[config.mk]
export PLATFORM = sky130hd
export DESIGN_NAME = xfer_pace_gate
export DESIGN_NICKNAME = d
export VERILOG_FILES = /design/src/rtl/pace_pkg.sv /design/src/rtl/pace_sync.sv /design/src/rtl/pace_limit.sv /design/src/rtl/xfer_pace_gate.sv
export SDC_FILE = /design/constraint.sdc
export NUM_CORES = 1
export LEC_CHECK = 0
export ABC_AREA = 1
export BUFFER_PORTS_ARGS = -buffer_cell sky130_fd_sc_hd__buf_2
export CAP_MARGIN = 0
export CORE_MARGIN = 2
export CORE_UTILIZATION = 52
export DETAILED_ROUTE_END_ITERATION = 8
export PLACE_DENSITY = 0.75
export SLEW_MARGIN = 20
export SYNTH_ARGS = -nofsm -noshare
export SYNTH_HDL_FRONTEND = slang
export SYNTH_HIERARCHICAL = 1
export SYNTH_SLANG_ARGS = --single-unit
[constraint.sdc]
create_clock -name clk -period 1.28 [get_ports clk]
set_input_delay 0.128 -clock clk [delete_from_list [all_inputs] [get_ports clk]]
set_output_delay 0.128 -clock clk [all_outputs]
set_load 0.01 [all_outputs]
[src/rtl/pace_pkg.sv]
package pace_pkg;
    typedef enum logic [1:0] {
        PG_IDLE = 2'd0,
        PG_WAIT = 2'd1,
        PG_RUN  = 2'd2,
        PG_HOLD = 2'd3
    } pg_state_e;
endpackage

[src/rtl/pace_sync.sv]
module pace_sync #(
    parameter int   STAGES  = 2,
    parameter logic RST_VAL = 1'b0
) (
    input  logic clk,
    input  logic rst_n,
    input  logic d,
    output logic q
);
    logic [STAGES-1:0] chain_q;

    always_ff @(posedge clk or negedge rst_n) begin
        if (!rst_n) chain_q <= {STAGES{RST_VAL}};
        else        chain_q <= {chain_q[STAGES-2:0], d};
    end

    assign q = chain_q[STAGES-1];
endmodule

[src/rtl/pace_limit.sv]
module pace_limit #(
    parameter int FW       = 4,
    parameter int MAX_LOG2 = 10,
    localparam int CW      = MAX_LOG2
) (
    input  logic [FW-1:0] field,
    output logic [CW-1:0] term,
    output logic          active
);
    logic [FW-1:0] lim;
    logic [CW:0]   one_sh;

    always_comb begin
        lim    = (int'(field) > MAX_LOG2) ? FW'(MAX_LOG2) : field;
        one_sh = (CW+1)'(1) << lim;
        term   = one_sh[CW-1:0] - CW'(1);
        active = (field != '0);
    end
endmodule

[src/rtl/xfer_pace_gate.sv]
module xfer_pace_gate
    import pace_pkg::*;
#(
    parameter int FW          = 4,
    parameter int MAX_LOG2    = 10,
    parameter int SYNC_STAGES = 2,
    localparam int CW         = MAX_LOG2
) (
    input  logic          clk,
    input  logic          rst_n,
    input  logic          ext_start_en,
    input  logic          ext_pause_en,
    input  logic [FW-1:0] req_log2,
    input  logic          go,
    input  logic          xfer_done,
    input  logic          start_pin,
    input  logic          dreq_n,
    input  logic          byte_adv,
    output logic          xfer_ok,
    output logic          paused
);
    typedef struct packed {
        pg_state_e     st;
        logic [CW-1:0] cnt;
        logic          dreq_prev;
    } gate_t;

    gate_t   s_d, s_q;
    logic    start_s, dreq_s;
    logic [CW-1:0] term;
    logic    field_on, pace_on, req_fall;

    pace_sync #(.STAGES(SYNC_STAGES), .RST_VAL(1'b0)) u_sync_start (
        .clk(clk), .rst_n(rst_n), .d(start_pin), .q(start_s));
    pace_sync #(.STAGES(SYNC_STAGES), .RST_VAL(1'b1)) u_sync_req (
        .clk(clk), .rst_n(rst_n), .d(dreq_n), .q(dreq_s));

    pace_limit #(.FW(FW), .MAX_LOG2(MAX_LOG2)) u_limit (
        .field(req_log2), .term(term), .active(field_on));

    always_comb begin
        s_d          = s_q;
        s_d.dreq_prev = dreq_s;
        req_fall     = s_q.dreq_prev & ~dreq_s;
        pace_on      = ext_pause_en & field_on;
        if (xfer_done) begin
            s_d.st  = PG_IDLE;
            s_d.cnt = '0;
        end else begin
            unique case (s_q.st)
                PG_IDLE: if (go) s_d.st = ext_start_en ? PG_WAIT : PG_RUN;
                PG_WAIT: if (start_s) s_d.st = PG_RUN;
                PG_RUN: begin
                    if (byte_adv && pace_on) begin
                        if (s_q.cnt == term) begin
                            s_d.st  = PG_HOLD;
                            s_d.cnt = '0;
                        end else begin
                            s_d.cnt = s_q.cnt + CW'(1);
                        end
                    end
                end
                PG_HOLD: if (req_fall) s_d.st = PG_RUN;
                default: s_d.st = PG_IDLE;
            endcase
        end
    end

    always_ff @(posedge clk or negedge rst_n) begin
        if (!rst_n) s_q <= '{st: PG_IDLE, cnt: '0, dreq_prev: 1'b1};
        else        s_q <= s_d;
    end

    assign xfer_ok = (s_q.st == PG_RUN);
    assign paused  = (s_q.st == PG_HOLD);
endmodule

# After elaboration in Yosys (flattened, before gate mapping)
# Cells that the tools add are included.
# W data, S select, Z words.
# word_totals
ff_bits,17
wordCells,39
input_bits,13
out_inout_bits,2
# classes
reduce_logical,7
order_cmp,1
n_eq_ne,9
bitwise,3
shift,1
add_sub_neg,2
muxes,11
# ops
operator,n
$mux W12,2
$mux W10,2
$ne A3 B2 Y1 const B,4
$add A10 B1 Y10 const B,1
$eq A10 B10 Y1,1
$mux W2,5
$shl A1 B4 Y10 const A,1
$sub A10 B1 Y10 const B,1
$pmux W2 S4,1
$reduce_and A5 Y1,1
$eq A2 B2 Y1 const B,2
$gt A4 B4 Y1 const B,1
$mux W4,1
$reduce_bool A2 Y1,2
$reduce_bool A4 Y1,1
$ne A3 B3 Y1 const B,1
$and A1 B1 Y1,2
$eq A2 B1 Y1 const B,1
$logic_not A2 Y1,1
$reduce_and A2 Y1,1
$logic_and A1 B1 Y1,1
$not A1 Y1,1

# Logic depth before layout (Yosys ltp)
# Gate-level depths: netlist of run 1.
# depth
ltp_word,9
depth_mapped,13
ltp_nobuf,13

# Hierarchy
# The synthesis of run 1 kept the hierarchy.
# by_module_without_submodules
module,area_each_um2,n_inst,cells_per_inst
xfer_pace_gate,1051.0,1,143
pace_limit,137.6,1,28
pace_sync at u_sync_req,52.6,1,2
pace_sync at u_sync_start,50.0,1,2

# Worst setup path before layout of run 1
# Ideal clock, no wire load.
# synth_timing
path_kind,input to register
from,input port req_log2[1]
to,register s_q[4] (netlist name)
n_path_buf,0
path_slack_ns,-0.259
setup_time_ns,0.123
t_arrival_ns,1.417
cell_stages,13
cell_sequence,nor2_1 -> nand2_1 -> ha_1 -> xnor2_1 -> inv_1 -> nand2_1 -> nand2_1 -> nor2_2 -> nand2_2 -> nor2_4 -> nand2_4 -> nand2_8 -> a21oi_2
# synth_via
elab_chain_len,9
# synth_rtl
element,line_no,text
start: declaration,xfer_pace_gate.sv:13,"input logic [FW-1:0] req_log2,"
$gt A4 B4 Y1,pace_limit.sv:14,lim = (int'(field) > MAX_LOG2) ? FW'(MAX_LOG2) : field;
$mux W4 (*),pace_limit.sv:14,
$shl A1 B4 Y10 (*),pace_limit.sv:15,one_sh = (CW+1)'(1) << lim;
$sub A10 B1 Y10 (*),pace_limit.sv:16,term = one_sh[CW-1:0] - CW'(1);
named net term[0],xfer_pace_gate.sv:30,logic [CW-1:0] term;
$eq A10 B10 Y1 (*),xfer_pace_gate.sv:55,if (s_q.cnt == term) begin
$mux W10 (*),xfer_pace_gate.sv:55,
$mux W12 (*),xfer_pace_gate.sv:54,if (byte_adv && pace_on) begin
$mux W10 (*),xfer_pace_gate.sv:50,unique case (s_q.st)
$mux W12 (*),xfer_pace_gate.sv:46,if (xfer_done) begin
end signal: assignment,xfer_pace_gate.sv:70,"if (!rst_n) s_q <= '{st: PG_IDLE, cnt: '0, dreq_prev: 1'b1};"
end: declaration,xfer_pace_gate.sv:28,"gate_t s_d, s_q;"
# Mark *: on every way through the listed nets, which the timed path passes. The rest lies on a longest branch. The select of a mux whose other input is x is not followed.
# A chain may end at the register's enable or synchronous reset.

# Worst setup path in the final report of run 1
# layout_timing
from,register s_q[4] (netlist name)
to,register s_q[2] (netlist name)
# layout_via
elab_chain_len,5
# layout_rtl
element,line_no
$eq A10 B10 Y1,xfer_pace_gate.sv:55
$mux W10,xfer_pace_gate.sv:55
$mux W12,xfer_pace_gate.sv:54
$mux W10,xfer_pace_gate.sv:50
$mux W12,xfer_pace_gate.sv:46
# No other way between the ends. The select of a mux whose other input is x is not followed.

==> out/results.ini, run 1 <==
[run_status]
status = finished with violations
failed_checks = setup timing

[timing]
worstMarginPinSlew_ps = 391
timing.clock.skew_ps = 5.04
final_max_slew_viol_count = 0
period_minus_slack_ps = 1340
fmax_mhz = 745
slew_headroom_pct = 73.9
setup_violations = 10
rsz_0062_raised_after_global_routing = true
fin_crit_sh_pct = 105
final_hold_violating_endpoints = 0
fin_ws_ps = -61.6
final.hold.worst_slack_ps = 191

[critical_path]
arrival_worst_endpoint_ps = 1540
path_delay_family = simple AND/OR/NAND/NOR gates
critical_path.max_fanout = 6
critPathSlowestCell = dfrtp_1
setup.worst_path.end_class = flip-flop
cp_data_required_time_ps = 1480
timing.reg2reg.setup_slack_ps = -60
worst_path_largest_cell_delay_ps = 510
worst-path-buf-inv = 1
worstReg2RegEnd = s_q[2]$_DFFE_PN0P_
critPathKind = flip-flop to flip-flop
path_cells = inv_2 > nand2_1 > nand2_1 > nor2_2 > nand2_2 > nor2_4 > nand2_4 > nand4_1 > nand2_1
cell_type_with_the_highest_occurrence_count_on_the_critical_path = nand2_1
reg2reg_depth = 9
cp-start-kind = flip-flop
reg2reg_from = s_q[4]$_DFFE_PN0P_

[grt]
grtUsageTotal_pct = 26.0
maximum_number_of_pins_on_one_net_before_global_route_repair = 18
via_count_of_the_first_global_routing_pass = 1252
antenna_found_initial = 0
grt_overflow_total = 0
grt_first_pass_wirelength_mm = 5.36

[cells_and_area]
design.final.nets = 229
layout.cells.most_common = nand2_1
area_growth_synth_to_finish_pct = 29.2
final_cell_mix = nand2_1, inv_1, buf_4
fillers = 192
drive_gt1_share_pct = 39.4
num_antenna_cells = 0

[yosys]
synth_compound_gate_area_share_pct = 9.01
yosys.area_share.simple_pct = 38.8
synth.avg_cell_area_um2 = 7.38
ys_dominant_reg_cell = dfrtp_1
synth_mux_area_share_pct = 0
synthesis.area_mm2 = 0.00129
seq_area_frac_synth_pct = 33.2
synth-async-reset-ratio_pct = 100
post_synthesis_xor_xnor_area_fraction_pct = 5.43
synth.net_count = 190
post_synth_fa_ha_maj_area_fraction_pct = 1.94
number_of_enable_type_register_cells_in_the_synthesized_netlist = 0
synth-seq-cells = 17
synthesis.yosys.warnings = 6
combinational_family_with_the_most_area_after_synthesis = simple AND/OR/NAND/NOR gates
synth_cell_type_count = 30
syn_inst = 175

[routing]
drtIter0Drc = 21
wl_mm = 3.04
drc_errors = 0
routed_wire_length_per_instance_um = 12.5
dr.pass1.iters = 4
route.vias.total = 1243
ant_nets = 0
vias_per_cell = 5.12

[placement]
buffer_ports.inserted = 14
gpl.final_weighted_congestion = 0.868
dp_hpwl_mm = 2.27

[run]
max_cap_violations = 0

[clock_network]
clock_tree.root_cell = clkbuf_4
cts_buffer_depth = 2
cts_tree = built
cts.sink_count = 17
clock_latency_ps = 310
numCtsBuffers = 3
cts_htree_levels = 1
cts.reportedPaths.clkPinSlew_ps = 110

[die]
core.rowCount = 18
design.portCount = 15
starting_density_of_the_core_pct = 53.6
placeableCoreArea_mm2 = 0.00241
die_width_um = 53.8
fp.dieArea_mm2 = 0.00290
die_y_um = 53.8

[power]
power_per_cell_area_mw_per_mm2 = 783
power.total_mw = 1.31
worst_ir_drop_vdd_mv = 0.743
static-leakage-power_nw = 0.821

[hold_path]
min_path_type = input port to flip-flop
holdPathEnd = s_q[11]$_DFFE_PN0P_
hold_path_depth = 5
hp-start = go

how the worst max path moves through the flow:
stage / end / slack [ps] / from / cells past startpoint
2_1_floorplan: s_q[4]$_DFFE_PN0P_ / -120 / req_log2[2] / 13
3_3_place_gp: s_q[3]$_DFFE_PN0P_ / -360 / req_log2[2] / 14
3_5_place_dp: s_q[4]$_DFFE_PN0P_ / -370 / req_log2[2] / 14
4_1_cts: s_q[7]$_DFFE_PN0P_ / -40 / s_q[1]$_DFFE_PN0P_ / 7
5_1_grt: s_q[6]$_DFFE_PN0P_ / -180 / s_q[11]$_DFFE_PN0P_ / 6
6_report: s_q[2]$_DFFE_PN0P_ / -60 / s_q[4]$_DFFE_PN0P_ / 9
power by group:
group | internal [mW] | switching, mW
registers | 0.574 | 0.0354
logic | 0.179 | 0.212
clock network | 0.117 | 0.189
repair_timing:
item	in CTS	in global routing
endpoints found under the setup margin	11	12
buffers inserted	2	0
hold buffers	5	0
hold endpoints to repair	17	0
pin swaps	2	4
gates resized for setup	5	10
cell families (layout without fill, tap and decap cells):
group,Yosys count,in the layout
xor+xnor,8,8
flops,17,17
simple gates,98,98
fa+ha+maj,2,2
buf+inv,34,72
compound gates,16,16
layout make-up:
| cell class | instances | area [µm²] | area share, % |
|---|---|---|---|
| Clock buffer | 3 | 22.5 | 1.35 |
| Timing Repair Buffer | 37 | 272 | 16.3 |
| Inverter | 31 | 130 | 7.80 |
| Tap cell | 30 | 37.5 | 2.25 |
| Sequential cell | 17 | 430 | 25.8 |
| Multi-Input combinational cell | 124 | 771 | 46.2 |
| Clock inverter | 1 | 5.00 | 0.300 |
per-stage QoR:
stage / worst slack [ps] / instance area (µm²) / instances / utilization (%) / setup TNS [ps]
2_1_floorplan: -121 / 1330 / 175 / - / -1200
3_3_place_gp: -358 / 1530 / 232 / 63.7 / -3820
3_5_place_dp: -375 / 1530 / 232 / 63.7 / -3970
4_1_cts: -39.0 / 1640 / 243 / 68.1 / -315
5_1_grt: -177 / 1670 / 243 / 69.2 / -1760
6_report: -61.6 / 1670 / 243 / 69.2 / -351
registers in the layout (all words and copies together), names as in the netlist:
signal / flops
s_q: 13
u_sync_start/chain_q: 2
u_sync_req/chain_q: 2
worst min-delay path, cell delays in order:
cell	delay, ps
buf_2	100
inv_1	40
nand2_1	50
nand3_1	100
a21oi_2	40
Yosys cell counts (4+ instances only):
library cell,instances,area [µm²]
o21ai_0,4,20.0
xnor2_1,5,43.8
nor2_1,10,37.5
inv_2,6,22.5
nand3_1,9,45.0
nand2_1,49,184
nand4_1,10,62.6
inv_1,21,78.8
nor2_2,4,25.0
dfrtp_1,14,350
a21oi_2,6,52.6
nand2_2,5,31.3
metal layers:
| metal | up-vias | part of all wire (%) | GRT usage [%] |
|---|---|---|---|
| met5 | - | 0 | 0 |
| met1 | 585 | 44 | 31.5 |
| li1 | 629 | - | - |
| met4 | 0 | 1.6 | 8.12 |
| met2 | 24 | 51 | 48.2 |
| met3 | 5 | 3.3 | 1.94 |
(Power assumes the default switching activity.)
==> run 2, diff against run 1 <==
- RECOVER_POWER: not set -> 50
==> run 2 against run 1 <==
Against the previous run: the flow still finishes with violations (setup timing); non-clock buffer count did not move; via count did not move; cell count did not move; critical path depth did not move; clock skew did not move; worst hold slack did not move; worst setup slack did not move; highest routed layer unchanged.
==> out/results.ini, run 2 (synthesized netlist as in run 1, its figures left out) <==
[run_status]
status = finished with violations  ; unchanged
failed_checks = setup timing  ; unchanged

[timing]
slew_headroom_pct = 71.0  ; was 73.9%
setup_violations = 10  ; unchanged
fin_ws_ps = -61.6  ; unchanged
worstMarginPinSlew_ps = 435  ; was 391 ps
final_max_slew_viol_count = 0  ; unchanged
fin_crit_sh_pct = 105  ; unchanged
rsz_0062_raised_after_global_routing = true  ; unchanged
timing.clock.skew_ps = 5.04  ; unchanged
setup_tns_ps = -351  ; unchanged
final_hold_violating_endpoints = 0  ; unchanged
final.hold.worst_slack_ps = 191  ; unchanged
fmax_mhz = 745  ; unchanged
period_minus_slack_ps = 1340  ; unchanged

[routing]
dr.pass1.iters = 4  ; unchanged
drc_errors = 0  ; unchanged
routed_wire_length_per_instance_um = 12.5  ; about the same
vias_per_cell = 5.12  ; unchanged
drtIter0Drc = 21  ; unchanged
ant_nets = 0  ; unchanged
route.vias.total = 1243  ; unchanged
wl_mm = 3.04  ; about the same

[clock_network]
numCtsBuffers = 3  ; unchanged
cts_tree = built  ; unchanged
cts.reportedPaths.clkPinSlew_ps = 110  ; about the same
cts_htree_levels = 1  ; unchanged
cts.sink_count = 17  ; unchanged
clock_tree.root_cell = clkbuf_4  ; unchanged
clock_latency_ps = 310  ; about the same
cts_buffer_depth = 2  ; unchanged

[power]
power.total_mw = 1.31  ; about the same
static-leakage-power_nw = 0.822  ; was 0.821 nW
p_clk_share_pct = 23.4  ; about the same
power_per_cell_area_mw_per_mm2 = 783  ; about the same
sw_frac_of_total_pct = 33.5  ; about the same
pwr-share-comb_pct = 29.9  ; about the same
power.share.sequential_pct = 46.6  ; about the same
worst_ir_drop_vdd_mv = 0.743  ; about the same
switching_power_mw = 0.437  ; about the same
power_report.internal_total_mw = 0.869  ; about the same

[placement]
buffer_ports.inserted = 14  ; unchanged
dp_hpwl_mm = 2.27  ; unchanged
gpl.final_weighted_congestion = 0.868  ; unchanged
dpl_worst_slack_ps = -375  ; unchanged

[grt]
via_count_of_the_first_global_routing_pass = 1252  ; unchanged
antenna_found_initial = 0  ; unchanged
grt_overflow_total = 0  ; unchanged
grt_first_pass_wirelength_mm = 5.36  ; unchanged
maximum_number_of_pins_on_one_net_before_global_route_repair = 18  ; unchanged
grtUsageTotal_pct = 26.0  ; unchanged

[critical_path]
reg2reg_depth = 9  ; unchanged
critPathKind = flip-flop to flip-flop  ; unchanged
worstReg2RegEnd = s_q[2]$_DFFE_PN0P_  ; unchanged
path_cells = inv_2 > nand2_1 > nand2_1 > nor2_2 > nand2_2 > nor2_4 > nand2_4 > nand4_1 > nand2_1  ; unchanged
startpoint = s_q[4]$_DFFE_PN0P_  ; unchanged
cp-start-kind = flip-flop  ; unchanged
cp_data_required_time_ps = 1480  ; about the same
timing.reg2reg.setup_slack_ps = -60  ; about the same
cell_type_with_the_highest_occurrence_count_on_the_critical_path = nand2_1  ; unchanged
critPathSlowestCell = dfrtp_1  ; unchanged
setup.worst_path.end_class = flip-flop  ; unchanged
reg2reg_from = s_q[4]$_DFFE_PN0P_  ; unchanged
arrival_worst_endpoint_ps = 1540  ; about the same
critical_path.max_fanout = 6  ; unchanged
critPathCapture = s_q[2]$_DFFE_PN0P_  ; unchanged
worst_path_largest_cell_delay_ps = 510  ; about the same

[die]
placeableCoreArea_mm2 = 0.00241  ; unchanged
core.rowCount = 18  ; unchanged
die_y_um = 53.8  ; unchanged
fp.dieArea_mm2 = 0.00290  ; unchanged
starting_density_of_the_core_pct = 53.6  ; unchanged
design.portCount = 15  ; unchanged
die_width_um = 53.8  ; unchanged

[cells_and_area]
largest-register = s_q  ; unchanged
drive_gt1_share_pct = 39.4  ; unchanged
largestRegisters = s_q (13), u_sync_req/chain_q (2), u_sync_start/chain_q (2)  ; unchanged
layout.cells.most_common = nand2_1  ; unchanged
flip_flop_count_of_the_largest_register_after_layout = 13  ; unchanged
area_growth_synth_to_finish_pct = 29.2  ; unchanged
final_cell_mix = nand2_1, inv_1, buf_4  ; unchanged
num_antenna_cells = 0  ; unchanged
design.final.nets = 229  ; unchanged

[run]
max_cap_violations = 0  ; unchanged

[hold_path]
min_path_type = input port to flip-flop  ; unchanged

==> run 2: cell types whose count changed in the layout (fill, tap and decap cells not counted), sizes merged <==
cell,delta
clkbuf,+1
buf,-1
==> run 2: area by class of cell <==
class,instances,area (µm²)
multi-input cells,124,771
inverters,31,130
clock buffers,3,22.5
repair buffers,37,272
clock inverters,1,5.00
flip-flops and latches,17,430
fillers,192,742
well taps,30,37.5
==> run 2: timing repair <==
item,in CTS,in global routing
hold buffers,5,0
setup buffers,2,0
cloned,0,0
resized for setup,5,10
endpoints found under the setup margin,11,12
pin swaps,2,4
endpoints found under the hold margin,17,0
==> run 2: metal layers <==
metal | track usage, % | vias up | wire length (µm) | part of all wire, %
li1 | - | 629 | - | -
met1 | 31.5 | 585 | 1330 | 44
met2 | 48.2 | 24 | 1560 | 51
met3 | 1.94 | 5 | 99 | 3.3
met4 | 8.12 | 0 | 50 | 1.6
met5 | 0 | - | 0 | 0
==> run 2: how the worst min path moves through the flow <==
stage | cells after the start | startpoint | to
after detailed placement | 1 | rst_n | s_q[7]$_DFFE_PN0P_
after CTS | 5 | go | s_q[11]$_DFFE_PN0P_
after global placement | 1 | rst_n | s_q[6]$_DFFE_PN0P_
final | 5 | go | s_q[11]$_DFFE_PN0P_
after global routing | 5 | go | s_q[11]$_DFFE_PN0P_
after floorplan | 0 | rst_n | s_q[10]$_DFFE_PN0P_
==> run 2: worst max-delay path: cells and delay by family (launching register included) <==
kind                   cells  cell delay, ps
buffers and inverters      1              40
DFF                        1             510
and+or+nand+nor            8             680
==> run 2: power by group through the flow <==
| stage | clock, mW | sequential (mW) | combinational, mW |
|---|---|---|---|
| detailed placement | 0 | 0.616 | 0.345 |
| global route | 0.327 | 0.614 | 0.437 |
| CTS | 0.307 | 0.604 | 0.378 |
| global placement | 0 | 0.614 | 0.331 |
| finish | 0.306 | 0.609 | 0.391 |
| floorplan | 0 | 0.609 | 0.220 |
==> run 2: per-stage QoR <==
stage          instance area, µm²  instances  util (%)
2_1_floorplan                1330        175         -
3_3_place_gp                 1530        232      63.7
3_5_place_dp                 1530        232      63.7
4_1_cts                      1640        243      68.1
5_1_grt                      1670        243      69.2
6_report                     1670        243      69.2
==> run 3, diff against run 2 <==
- PLACE_DENSITY: 0.75 -> not set
- PLACE_DENSITY_LB_ADDON: not set -> 0.3
==> run 3 against run 2 <==
Against the previous run: the flow still finishes with violations (setup timing); die area unchanged; register-to-register slack about the same; core utilization up 1.2 points; flip-flop and latch count unchanged; power down 0.77%; clock power down 3%; first-iteration DRC count up 100%; clock skew down 3.7 ps; global-route usage down 2.0 points; design area up 1.7%; sequential power about the same; critical path depth down 1; critical endpoint is now s_q[6]$_DFFE_PN0P_; highest routed layer unchanged.
==> out/results.ini, run 3 (synthesized netlist as in run 1, its figures left out) <==
[routing]
drc_errors = 0  ; unchanged
drtIter0Drc = 43  ; was 21
routed_wire_length_per_instance_um = 12.5  ; about the same
ant_nets = 0  ; unchanged
route.vias.total = 1266  ; was 1,243
vias_per_cell = 5.15  ; was 5.12
wl_mm = 3.08  ; was 3.04 mm
dr.pass1.iters = 4  ; unchanged

[grt]
via_count_of_the_first_global_routing_pass = 1210  ; was 1,252
grt_overflow_total = 0  ; unchanged
antenna_found_initial = 0  ; unchanged
grtUsageTotal_pct = 24.0  ; was 26.0%
maximum_number_of_pins_on_one_net_before_global_route_repair = 18  ; unchanged
grt_first_pass_wirelength_mm = 4.97  ; was 5.36 mm

[timing]
rsz_0062_raised_after_global_routing = true  ; unchanged
period_minus_slack_ps = 1350  ; was 1340 ps
slew_headroom_pct = 70.3  ; was 71.0%
timing.clock.skew_ps = 1.32  ; was 5.04 ps
setup_tns_ps = -495  ; was -351 ps
worstMarginPinSlew_ps = 446  ; was 435 ps
final_hold_violating_endpoints = 0  ; unchanged
final_max_slew_viol_count = 0  ; unchanged
fmax_mhz = 740  ; was 745 MHz
fin_crit_sh_pct = 106  ; was 105%
setup_violations = 10  ; unchanged
final.hold.worst_slack_ps = 15.1  ; was 191 ps
fin_ws_ps = -71.5  ; was -61.6 ps

[run_status]
failed_checks = setup timing  ; unchanged
status = finished with violations  ; unchanged

[power]
power_per_cell_area_mw_per_mm2 = 764  ; was 783 mW/mm²
static-leakage-power_nw = 0.844  ; was 0.822 nW
power.total_mw = 1.30  ; was 1.31 mW
worst_ir_drop_vdd_mv = 0.621  ; was 0.743 mV

[die]
design.portCount = 15  ; unchanged
core.rowCount = 18  ; unchanged
fp.dieArea_mm2 = 0.00290  ; unchanged
die_width_um = 53.8  ; unchanged
die_y_um = 53.8  ; unchanged
placeableCoreArea_mm2 = 0.00241  ; unchanged
starting_density_of_the_core_pct = 53.6  ; unchanged

[hold_path]
holdPathEnd = s_q[12]$_DFFE_PN0P_  ; was s_q[11]$_DFFE_PN0P_
hp-start = ext_start_en  ; was go
hold_path_depth = 2  ; was 5
min_path_type = input port to flip-flop  ; unchanged

[critical_path]
critPathKind = input port to flip-flop  ; was flip-flop to flip-flop
startpoint = xfer_done  ; was s_q[4]$_DFFE_PN0P_
worstReg2RegEnd = s_q[6]$_DFFE_PN0P_  ; was s_q[2]$_DFFE_PN0P_
setup.worst_path.end_class = flip-flop  ; unchanged
reg2reg_depth = 8  ; was 9
arrival_worst_endpoint_ps = 1540  ; about the same
critical_path.max_fanout = 10  ; was 6
cp-start-kind = input port  ; was flip-flop
cp_data_required_time_ps = 1470  ; was 1480 ps
reg2reg_from = s_q[4]$_DFFE_PN0P_  ; unchanged
timing.reg2reg.setup_slack_ps = -50  ; was -60 ps

[clock_network]
cts.sink_count = 17  ; unchanged
numCtsBuffers = 3  ; unchanged
cts_tree = built  ; unchanged
clock_latency_ps = 300  ; was 310 ps
cts.reportedPaths.clkPinSlew_ps = 100  ; was 110 ps
clock_tree.root_cell = clkbuf_4  ; unchanged
cts_htree_levels = 1  ; unchanged
cts_buffer_depth = 2  ; unchanged

[cells_and_area]
layout.cells.most_common = nand2_1  ; unchanged
flip_flop_count_of_the_largest_register_after_layout = 13  ; unchanged
drive_gt1_share_pct = 39.4  ; about the same
area_growth_synth_to_finish_pct = 31.4  ; was 29.2%
design.final.nets = 232  ; was 229
multi_input_area_um2 = 771  ; unchanged
largestRegisters = s_q (13), u_sync_req/chain_q (2), u_sync_start/chain_q (2)  ; unchanged
final_cell_mix = nand2_1, buf_4, inv_1  ; was nand2_1, inv_1, buf_4
num_antenna_cells = 0  ; unchanged
regArea_um2 = 430  ; unchanged
fillers = 175  ; was 192
largest-register = s_q  ; unchanged
post_layout_nonfiller_instances = 246  ; was 243

[placement]
numPlacedInstances = 234  ; was 232
dp_hpwl_mm = 2.29  ; was 2.27 mm
buffer_ports.inserted = 14  ; unchanged
gpl.final_weighted_congestion = 0.888  ; was 0.868

[run]
max_cap_violations = 0  ; unchanged

-- run 3: area by class of cell --
| cell class | count | area share, % |
|---|---|---|
| Clock buffer | 3 | 1.33 |
| Clock inverter | 1 | 0.295 |
| Inverter | 31 | 7.67 |
| Multi-Input combinational cell | 124 | 45.4 |
| Sequential cell | 17 | 25.4 |
| Tap cell | 30 | 2.21 |
| Timing Repair Buffer | 40 | 17.7 |
-- run 3: power breakdown --
group	leakage (nW)	internal, mW	switching [mW]	total (mW)
registers	0.216	0.573	0.0357	0.609
clock network	0.0177	0.116	0.181	0.298
logic	0.610	0.178	0.212	0.390
-- run 3: worst max path at each step --
stage                               endpoint  slack (ps)  depth (start not counted)
after floorplan           s_q[4]$_DFFE_PN0P_        -120                         13
after global placement    s_q[9]$_DFFE_PN0P_        -380                         14
after detailed placement  s_q[1]$_DFFE_PN0P_        -420                         14
after CTS                 s_q[6]$_DFFE_PN0P_         -50                         14
after global routing      s_q[9]$_DFFE_PN0P_        -170                         14
final                     s_q[6]$_DFFE_PN0P_         -70                          8
-- run 3: per-layer routing --
| layer | routed length [µm] | global-route usage, % |
|---|---|---|
| met1 | 1260 | 27.1 |
| met4 | 38 | 6.84 |
| met3 | 191 | 4.17 |
| met5 | 0 | 0 |
| met2 | 1590 | 45.5 |
-- run 3: worst max-delay path: stages --
cell and delay [ps]:
dlygate4sd3_1 540, buf_2 130, bufinv_8 220, o21ai_4 70
buf_12 140, nand3_2 60, xor2_1 190, a21oi_2 50
-- run 3: repair_timing --
action / CTS / global route
endpoints found under the setup margin: 11 / 12
hold endpoints to repair: 17 / 0
buffers inserted: 3 / 1
gates resized for setup: 6 / 5
hold buffers: 4 / 0
pin swaps: 5 / 3
-- run 3: per-stage QoR --
stage	setup slack, ps	util, %	instance area, µm²
floorplan	-121	-	1330
global placement	-384	64.3	1550
detailed placement	-421	64.3	1550
CTS	-54.9	69.2	1670
global route	-169	70.4	1700
finish	-71.5	70.4	1700
